===== config.mk =====
export PLATFORM = sky130hd
export DESIGN_NAME = irq_entry_seq
export DESIGN_NICKNAME = d
export VERILOG_FILES = /design/src/rtl/seq_pkg.sv /design/src/rtl/seq_cycle_cnt.sv /design/src/rtl/seq_push_sel.sv /design/src/rtl/seq_ctrl.sv /design/src/rtl/irq_entry_seq.sv
export SDC_FILE = /design/constraint.sdc
export NUM_CORES = 1
export LEC_CHECK = 0
export CAP_MARGIN = 20
export CELL_PAD_IN_SITES_DETAIL_PLACEMENT = 0
export CELL_PAD_IN_SITES_GLOBAL_PLACEMENT = 1
export CORE_UTILIZATION = 38
export CTS_CLUSTER_DIAMETER = 120
export CTS_CLUSTER_SIZE = 14
export DETAILED_ROUTE_END_ITERATION = 16
export PLACE_DENSITY = 0.95
export SLEW_MARGIN = 10
export SYNTH_ARGS = -nofsm -noshare
export SYNTH_HDL_FRONTEND = slang
export SYNTH_SLANG_ARGS = --single-unit

===== constraint.sdc =====
create_clock -name clk -period 5.5 [get_ports clk]
set_clock_uncertainty 0.15 [all_clocks]
set_input_delay 1.1 -clock clk [delete_from_list [all_inputs] [get_ports clk]]
set_output_delay 1.1 -clock clk [all_outputs]
set_load 0.02 [all_outputs]

===== src/rtl/seq_pkg.sv =====
package seq_pkg;

   typedef enum logic [2:0] {
      S_RV_HI,
      S_RV_LO,
      S_RV_LD,
      S_IDLE,
      S_PUSH,
      S_IV_HI,
      S_IV_LO,
      S_IV_LD
   } seq_st_t;

   localparam int PUSH_BYTES = 7;

endpackage


===== src/rtl/seq_cycle_cnt.sv =====
module seq_cycle_cnt #(
   parameter int CNT_W = 32
) (
   input  logic             clk,
   input  logic             rst_n,
   output logic [CNT_W-1:0] count
);

   logic [CNT_W-1:0] cnt_q;

   always_ff @(posedge clk or negedge rst_n) begin
      if (!rst_n) cnt_q <= '0;
      else        cnt_q <= cnt_q + 1'b1;
   end

   assign count = cnt_q;

   assert_cnt_step_R4: assert property (@(posedge clk) disable iff (!rst_n)
      1'b1 |=> (count == $past(count) + 1'b1));

endmodule


===== src/rtl/seq_push_sel.sv =====
module seq_push_sel import seq_pkg::*; #(
   parameter int DW       = 8,
   parameter int AW       = 16,
   parameter bit SNAPSHOT = 1,
   localparam int IW      = $clog2(PUSH_BYTES),
   localparam int NSLOT   = 1 << IW
) (
   input  logic          clk,
   input  logic          rst_n,
   input  logic          snap_en,
   input  logic [AW-1:0] pc_in,
   input  logic [AW-1:0] x_in,
   input  logic [DW-1:0] a_in,
   input  logic [DW-1:0] b_in,
   input  logic [DW-1:0] ccr_in,
   input  logic [IW-1:0] idx,
   output logic [DW-1:0] wdata
);

   logic [AW-1:0] pc_s, x_s;
   logic [DW-1:0] a_s, b_s, ccr_s;
   logic [DW-1:0] slot [NSLOT];

   generate
      if (SNAPSHOT) begin : g_snap
         always_ff @(posedge clk or negedge rst_n) begin
            if (!rst_n) begin
               pc_s  <= '0;
               x_s   <= '0;
               a_s   <= '0;
               b_s   <= '0;
               ccr_s <= '0;
            end else if (snap_en) begin
               pc_s  <= pc_in;
               x_s   <= x_in;
               a_s   <= a_in;
               b_s   <= b_in;
               ccr_s <= ccr_in;
            end
         end
      end else begin : g_live
         assign pc_s  = pc_in;
         assign x_s   = x_in;
         assign a_s   = a_in;
         assign b_s   = b_in;
         assign ccr_s = ccr_in;
      end
   endgenerate

   // stack image, lowest index written first (at the highest address)
   always_comb begin
      for (int i = 0; i < NSLOT; i++) slot[i] = '0;
      slot[0] = pc_s[DW-1:0];
      slot[1] = pc_s[AW-1:DW];
      slot[2] = x_s[DW-1:0];
      slot[3] = x_s[AW-1:DW];
      slot[4] = a_s;
      slot[5] = b_s;
      slot[6] = ccr_s;
   end

   assign wdata = slot[idx];

endmodule


===== src/rtl/seq_ctrl.sv =====
module seq_ctrl import seq_pkg::*; #(
   parameter int           DW            = 8,
   parameter int           AW            = 16,
   parameter logic [AW-1:0] RST_VEC      = 16'hFFFE,
   parameter logic [AW-1:0] IRQ_VEC      = 16'hFFF8,
   parameter bit           SP_EACH_WRITE = 1,
   localparam int          IW            = $clog2(PUSH_BYTES)
) (
   input  logic          clk,
   input  logic          rst_n,
   input  logic          irq_req,
   input  logic          mask_i,
   input  logic [AW-1:0] sp_in,
   input  logic [DW-1:0] rdata,
   output logic          snap_en,
   output logic [IW-1:0] push_idx,
   output logic [AW-1:0] mem_addr,
   output logic          mem_rd,
   output logic          mem_wr,
   output logic          pc_load,
   output logic [AW-1:0] pc_value,
   output logic          sp_load,
   output logic [AW-1:0] sp_value,
   output logic          iflag_set,
   output logic          busy
);

   localparam logic [AW-1:0] ONE      = AW'(1);
   localparam logic [IW-1:0] LAST_IDX = IW'(PUSH_BYTES - 1);

   seq_st_t       st_q, st_d;
   logic [IW-1:0] idx_q;
   logic [AW-1:0] ptr_q;
   logic [DW-1:0] hi_q;
   logic          accept;

   assign accept = (st_q == S_IDLE) && irq_req && !mask_i;

   always_comb begin
      st_d = st_q;
      case (st_q)
         S_RV_HI: st_d = S_RV_LO;
         S_RV_LO: st_d = S_RV_LD;
         S_RV_LD: st_d = S_IDLE;
         S_IDLE:  if (accept) st_d = S_PUSH;
         S_PUSH:  if (idx_q == LAST_IDX) st_d = S_IV_HI;
         S_IV_HI: st_d = S_IV_LO;
         S_IV_LO: st_d = S_IV_LD;
         S_IV_LD: st_d = S_IDLE;
         default: st_d = S_RV_HI;
      endcase
   end

   always_ff @(posedge clk or negedge rst_n) begin
      if (!rst_n) begin
         st_q  <= S_RV_HI;
         idx_q <= '0;
         ptr_q <= '0;
         hi_q  <= '0;
      end else begin
         st_q <= st_d;
         case (st_q)
            S_IDLE: if (accept) begin
               ptr_q <= sp_in;
               idx_q <= '0;
            end
            S_PUSH: begin
               ptr_q <= ptr_q - ONE;
               idx_q <= idx_q + 1'b1;
            end
            S_RV_LO, S_IV_LO: hi_q <= rdata;
            default: ;
         endcase
      end
   end

   always_comb begin
      mem_addr = '0;
      case (st_q)
         S_RV_HI: mem_addr = RST_VEC;
         S_RV_LO: mem_addr = RST_VEC + ONE;
         S_IV_HI: mem_addr = IRQ_VEC;
         S_IV_LO: mem_addr = IRQ_VEC + ONE;
         S_PUSH:  mem_addr = ptr_q;
         default: mem_addr = '0;
      endcase
   end

   assign mem_rd    = (st_q == S_RV_HI) || (st_q == S_RV_LO) ||
                      (st_q == S_IV_HI) || (st_q == S_IV_LO);
   assign mem_wr    = (st_q == S_PUSH);
   assign pc_load   = (st_q == S_RV_LD) || (st_q == S_IV_LD);
   assign pc_value  = {hi_q, rdata};
   assign iflag_set = pc_load;
   assign busy      = (st_q != S_IDLE);
   assign snap_en   = accept;
   assign push_idx  = idx_q;

   generate
      if (SP_EACH_WRITE) begin : g_sp_step
         assign sp_load  = (st_q == S_PUSH);
         assign sp_value = ptr_q - ONE;

         assert_sp_follow_R7: assert property (@(posedge clk) disable iff (!rst_n)
            mem_wr |-> (sp_load && (sp_value == mem_addr - ONE)));
      end else begin : g_sp_once
         assign sp_load  = (st_q == S_PUSH) && (idx_q == LAST_IDX);
         assign sp_value = ptr_q - ONE;
      end
   endgenerate

   assert_push_walk_R6: assert property (@(posedge clk) disable iff (!rst_n)
      (mem_wr && idx_q != LAST_IDX) |=> (mem_wr && mem_addr == $past(mem_addr) - ONE));

   assert_masked_idle_R5: assert property (@(posedge clk) disable iff (!rst_n)
      (st_q == S_IDLE && mask_i) |=> !mem_wr);

   assert_pc_mask_R3: assert property (@(posedge clk) disable iff (!rst_n)
      pc_load |-> iflag_set);

   assert_vec_pair_R8: assert property (@(posedge clk) disable iff (!rst_n)
      (mem_rd && mem_addr == IRQ_VEC) |=> (mem_rd && mem_addr == IRQ_VEC + ONE));

   assert_busy_end_R9: assert property (@(posedge clk) disable iff (!rst_n)
      $fell(busy) |-> $past(pc_load));

   assert_rd_wr_excl_R6: assert property (@(posedge clk) disable iff (!rst_n)
      !(mem_rd && mem_wr));

endmodule


===== src/rtl/irq_entry_seq.sv =====
module irq_entry_seq import seq_pkg::*; #(
   parameter int            DW            = 8,
   parameter int            AW            = 16,
   parameter int            CNT_W         = 32,
   parameter int            MASK_BIT      = 4,
   parameter logic [AW-1:0] RST_VEC       = 16'hFFFE,
   parameter logic [AW-1:0] IRQ_VEC       = 16'hFFF8,
   parameter bit            SP_EACH_WRITE = 1,
   parameter bit            SNAPSHOT      = 1
) (
   input  logic             clk,
   input  logic             rst_n,
   input  logic             irq_req,
   input  logic [AW-1:0]    pc_in,
   input  logic [AW-1:0]    x_in,
   input  logic [DW-1:0]    a_in,
   input  logic [DW-1:0]    b_in,
   input  logic [DW-1:0]    ccr_in,
   input  logic [AW-1:0]    sp_in,
   input  logic [DW-1:0]    mem_rdata,
   output logic [AW-1:0]    mem_addr,
   output logic             mem_rd,
   output logic             mem_wr,
   output logic [DW-1:0]    mem_wdata,
   output logic             pc_load,
   output logic [AW-1:0]    pc_value,
   output logic             sp_load,
   output logic [AW-1:0]    sp_value,
   output logic             iflag_set,
   output logic             busy,
   output logic [CNT_W-1:0] cycle_count
);

   localparam int IW = $clog2(PUSH_BYTES);

   generate
      if (AW != 2 * DW) begin : g_bad_width
         $error("address width must be twice the data width");
      end
      if (MASK_BIT < 0 || MASK_BIT >= DW) begin : g_bad_mask
         $error("mask bit position outside the condition byte");
      end
      if (CNT_W < 1) begin : g_bad_cnt
         $error("cycle counter needs at least one bit");
      end
   endgenerate

   logic          snap_en;
   logic [IW-1:0] push_idx;

   seq_ctrl #(
      .DW(DW), .AW(AW), .RST_VEC(RST_VEC), .IRQ_VEC(IRQ_VEC),
      .SP_EACH_WRITE(SP_EACH_WRITE)
   ) u_ctrl (
      .clk(clk), .rst_n(rst_n), .irq_req(irq_req),
      .mask_i(ccr_in[MASK_BIT]), .sp_in(sp_in), .rdata(mem_rdata),
      .snap_en(snap_en), .push_idx(push_idx),
      .mem_addr(mem_addr), .mem_rd(mem_rd), .mem_wr(mem_wr),
      .pc_load(pc_load), .pc_value(pc_value),
      .sp_load(sp_load), .sp_value(sp_value),
      .iflag_set(iflag_set), .busy(busy)
   );

   seq_push_sel #(
      .DW(DW), .AW(AW), .SNAPSHOT(SNAPSHOT)
   ) u_sel (
      .clk(clk), .rst_n(rst_n), .snap_en(snap_en),
      .pc_in(pc_in), .x_in(x_in), .a_in(a_in), .b_in(b_in), .ccr_in(ccr_in),
      .idx(push_idx), .wdata(mem_wdata)
   );

   seq_cycle_cnt #(.CNT_W(CNT_W)) u_cnt (
      .clk(clk), .rst_n(rst_n), .count(cycle_count)
   );

   assert_reset_quiet_R1: assert property (@(posedge clk)
      !rst_n |-> (!mem_wr && !pc_load && busy && cycle_count == '0));

endmodule


==> summary.md <==
| Metric | Value |
|---|---|
| Maximum fanout along the worst path | `6` |
| Final setup viols | `0` |
| Met1 usage | `0.255` |
| Filler Cell Count | `1344` |
| Worst path required time | `4250 ps` |
| Clock Path Buffers | `2` |
| Die X | `127 microns` |
| Worst IR drop on VDD | `0.000243 V` |
| Cell-internal power | `2.78 mW` |
| Critical Path Source Type | `flop` |
| CP max stage delay | `670 ps` |
| Number of global-route vias before repair | `5011` |
| Post-Route WL | `15600 microns` |
| GR Util met3 | `0.0489` |
| Pre-CTS WS | `1770 ps` |
| Net Count, Synth | `722` |
| CTS HTree Levels | `4` |
| Routability-driven placement congestion ratio | `0.801` |
| CP Class | `reg2out` |
| Total CTS buffers | `17` |
| Post-route setup TNS | `0 ps` |
| Largest cells by area after synthesis | `dfrtp_1, nand2_1, xnor2_1` |
| Area grow syn2layout | `41.0%` |
| Clock Power Share | `0.264` |
| Postcts setup bufs | `0` |
| Number of max-cap violations | `0` |
| Tcrit/Tclk final | `0.771` |
| Yosys top cell area share | `0.501` |
| DRT iter0 DRCs | `299` |
| Most Used Layer, Global Route | `met2` |
| Via Count | `5021` |
| Crit-path slowest cell | `nor3b_1` |
| Fin cells | `992` |
| Sequential fraction of design power | `0.322` |
| Die Ht | `127 microns` |
| Syn_area_per_cell | `9.28 sq um` |
| Remaining Overflow, GRT | `0` |
| Worst-path cell chain | `inv_1 -> ha_1 -> nor3b_1 -> and4_1 -> xor2_1 -> clkdlybuf4s50_1` |
| DRC viols | `0` |
| Sink Count | `118` |
| Post-synthesis cell count | `635` |
| Hold buffer count at CTS | `0` |
| Post-CTS Resized | `0` |
| Worst Slack Setup Final | `1260 ps` |
| Yosys warns | `0` |
| Clock latency on the worst-skew pair | `420 ps` |
| Final HPWL DP | `10700 microns` |
| IO Pins | `177` |
| Total core area | `0.0151 sq mm` |
| Slew @ Worst Pin | `967 ps` |
| Placed insts | `960` |
| Root Buffer | `clkbuf_16` |
| Biggest area consumer among synthesized cells | `dfrtp_1` |
| RSZ-0062 raised after global routing | `no` |
| N_diodes | `0` |
| Post-synthesis sequential area ratio | `0.501` |
| Final Hold Fails | `0` |
| Grt met2 use | `0.339` |
| Peak Freq | `236 MHz` |
| Final min period | `4240 ps` |
| Die area | `0.0160 sq mm` |
| Yosys cell types | `58` |
| FFs w/ async S/R, synth | `1.00` |
| Avg WL per Cell | `15.7 microns` |
| Critical path endpoint category | `output pin` |
| Ratio of cells with drive above 1 in the final layout | `0.0784` |
| First-pass DRT Iterations | `7` |
| Sw Pwr | `1.62 mW` |
| Cell Area, Synth | `0.00589 sq mm` |
| Final #Nets | `878` |
| Clock transition at path regs | `50 ps` |
| R2r setup slk | `2500 ps` |
| Most instantiated cells after synthesis | `nand2_1, dfrtp_1, nor2_1, xnor2_1, a21oi_1` |
| Largest net degree at the start of global routing | `60` |
| Initial antenna violation count | `0` |
| Number of port buffers | `176` |
| Most common cell in the netlist | `nand2_1` |
| Worst slew margin | `0.355` |
| # rows | `45` |
| Ys flop type | `dfrtp_1` |
| Vias/cell | `5.06` |
| Switch share | `0.369` |
| First-pass GRT wire length | `25300 microns` |
| Leakage power | `3.77 nW` |
| Hold Path Class | `reg2reg` |
| #FFs+latches synth | `118` |
| Number of flops mapped to enable cells by yosys | `0` |
| Status | `complete, no violations` |
| Final ANT Viol Nets | `0` |
| Comb pwr share | `0.415` |
| CTS tree | `built` |
| Final Max Slew Viols | `0` |
| Initial core utilization | `0.389` |
| Worst EP arrival | `2990 ps` |
| Power Density | `530 mW/mm^2` |
| GRT Total Usage | `0.203` |
-- cell families (layout without fill, tap and decap cells) --
kind of cell / count (synthesis) / count (layout) / synth area share
buffers and inverters: 55 / 224 / 0.0471
xor gates and xnor gates: 44 / 44 / 0.0654
muxes: 24 / 24 / 0.0594
AOI/OAI and AO/OA: 57 / 57 / 0.0637
DFF: 118 / 118 / 0.501
adders and majority gates: 4 / 4 / 0.00849
and+or+nand+nor: 333 / 333 / 0.255
-- per-stage QoR --
step           hold WS (ps)  instance area, sq um  total power [mW]   util
5_1_grt                 343                  8310              4.67  0.549
4_1_cts                 323                  8310              4.44  0.549
3_5_place_dp            309                  7700              3.26  0.508
2_1_floorplan           290                  5890              2.49      -
6_report                320                  8310              4.40  0.549
3_3_place_gp            305                  7700              3.23  0.508
-- sequential cells by signal, indices dropped and copies added (netlist names) --
register / cells
u_sel.ccr_s: 8
u_cnt.count: 32
u_ctrl.push_idx: 3
u_ctrl.ptr_q: 16
u_sel.b_s: 8
u_sel.x_s: 16
u_sel.pc_s: 16
u_ctrl.hi_q: 8
u_sel.a_s: 8
u_ctrl.st_q: 3
-- routing by layer --
layer  share of wire  vias to the layer above
li1                -                     2418
met1            0.44                     2431
met2            0.49                      157
met3           0.055                       15
met4           0.019                        0
met5               0                        -
-- cells in the final DEF, fill, tap and decap left out, drive strengths merged, types with 4 or more instances in the layout --
cell type	Yosys	final
inv	9	9
mux2i	8	8
a21oi	24	24
and2	7	7
nand2	195	195
ha	4	4
dfrtp	118	118
and3	5	5
bufinv	0	4
clkbuf	16	20
a22o	4	4
mux4	8	8
nor3	8	8
a22oi	4	4
buf	29	7
nand4	14	14
clkdlybuf4s50	0	175
xor2	16	16
and4	7	7
nand3	17	17
nor4	4	4
mux2	8	8
o21ai	7	7
nor2	58	58
clkinv	1	6
nand2b	5	5
xnor2	28	28
-- path summary, 6_finish.rpt --
kind                                 start               to  cells after the start
setup / recovery           u_ctrl.ptr_q[0]     sp_value[10]                      6
hold / removal                u_sel.x_s[3]     u_sel.x_s[3]                      2
setup reg to reg            u_ctrl.st_q[1]  u_ctrl.ptr_q[2]                      6
hold reg to reg               u_sel.x_s[3]     u_sel.x_s[3]                      2
max in group asynchronous            rst_n  u_ctrl.ptr_q[2]                      2
min in group asynchronous            rst_n     u_sel.b_s[0]                      1
-- power by group through the flow --
stage / logic [mW] / clock network (mW) / registers, mW
finish: 1.83 / 1.16 / 1.42
global route: 1.99 / 1.22 / 1.46
CTS: 1.85 / 1.18 / 1.41
detailed placement: 1.83 / 0 / 1.42
global placement: 1.82 / 0 / 1.41
floorplan: 1.13 / 0 / 1.36
-- cell type report --
type,instances,area [sq um],share of cell area
timing repair buffer,182,1800,0.217
clock inverter,12,179,0.0215
tap,188,235,0.0283
clock buffer,20,437,0.0525
inverter,10,37.5,0.00452
sequential,118,2950,0.355
multi-input combinational,462,2670,0.321
-- worst max-delay path: cells and delay by family (launching register included) --
| kind | cells | cell delay [ps] |
|---|---|---|
| buf+inv | 2 | 740 |
| fa+ha+maj | 1 | 230 |
| simple gates | 2 | 1010 |
| flops | 1 | 420 |
| xor+xnor | 1 | 170 |
Note: power is estimated with default switching activity, not from simulation.
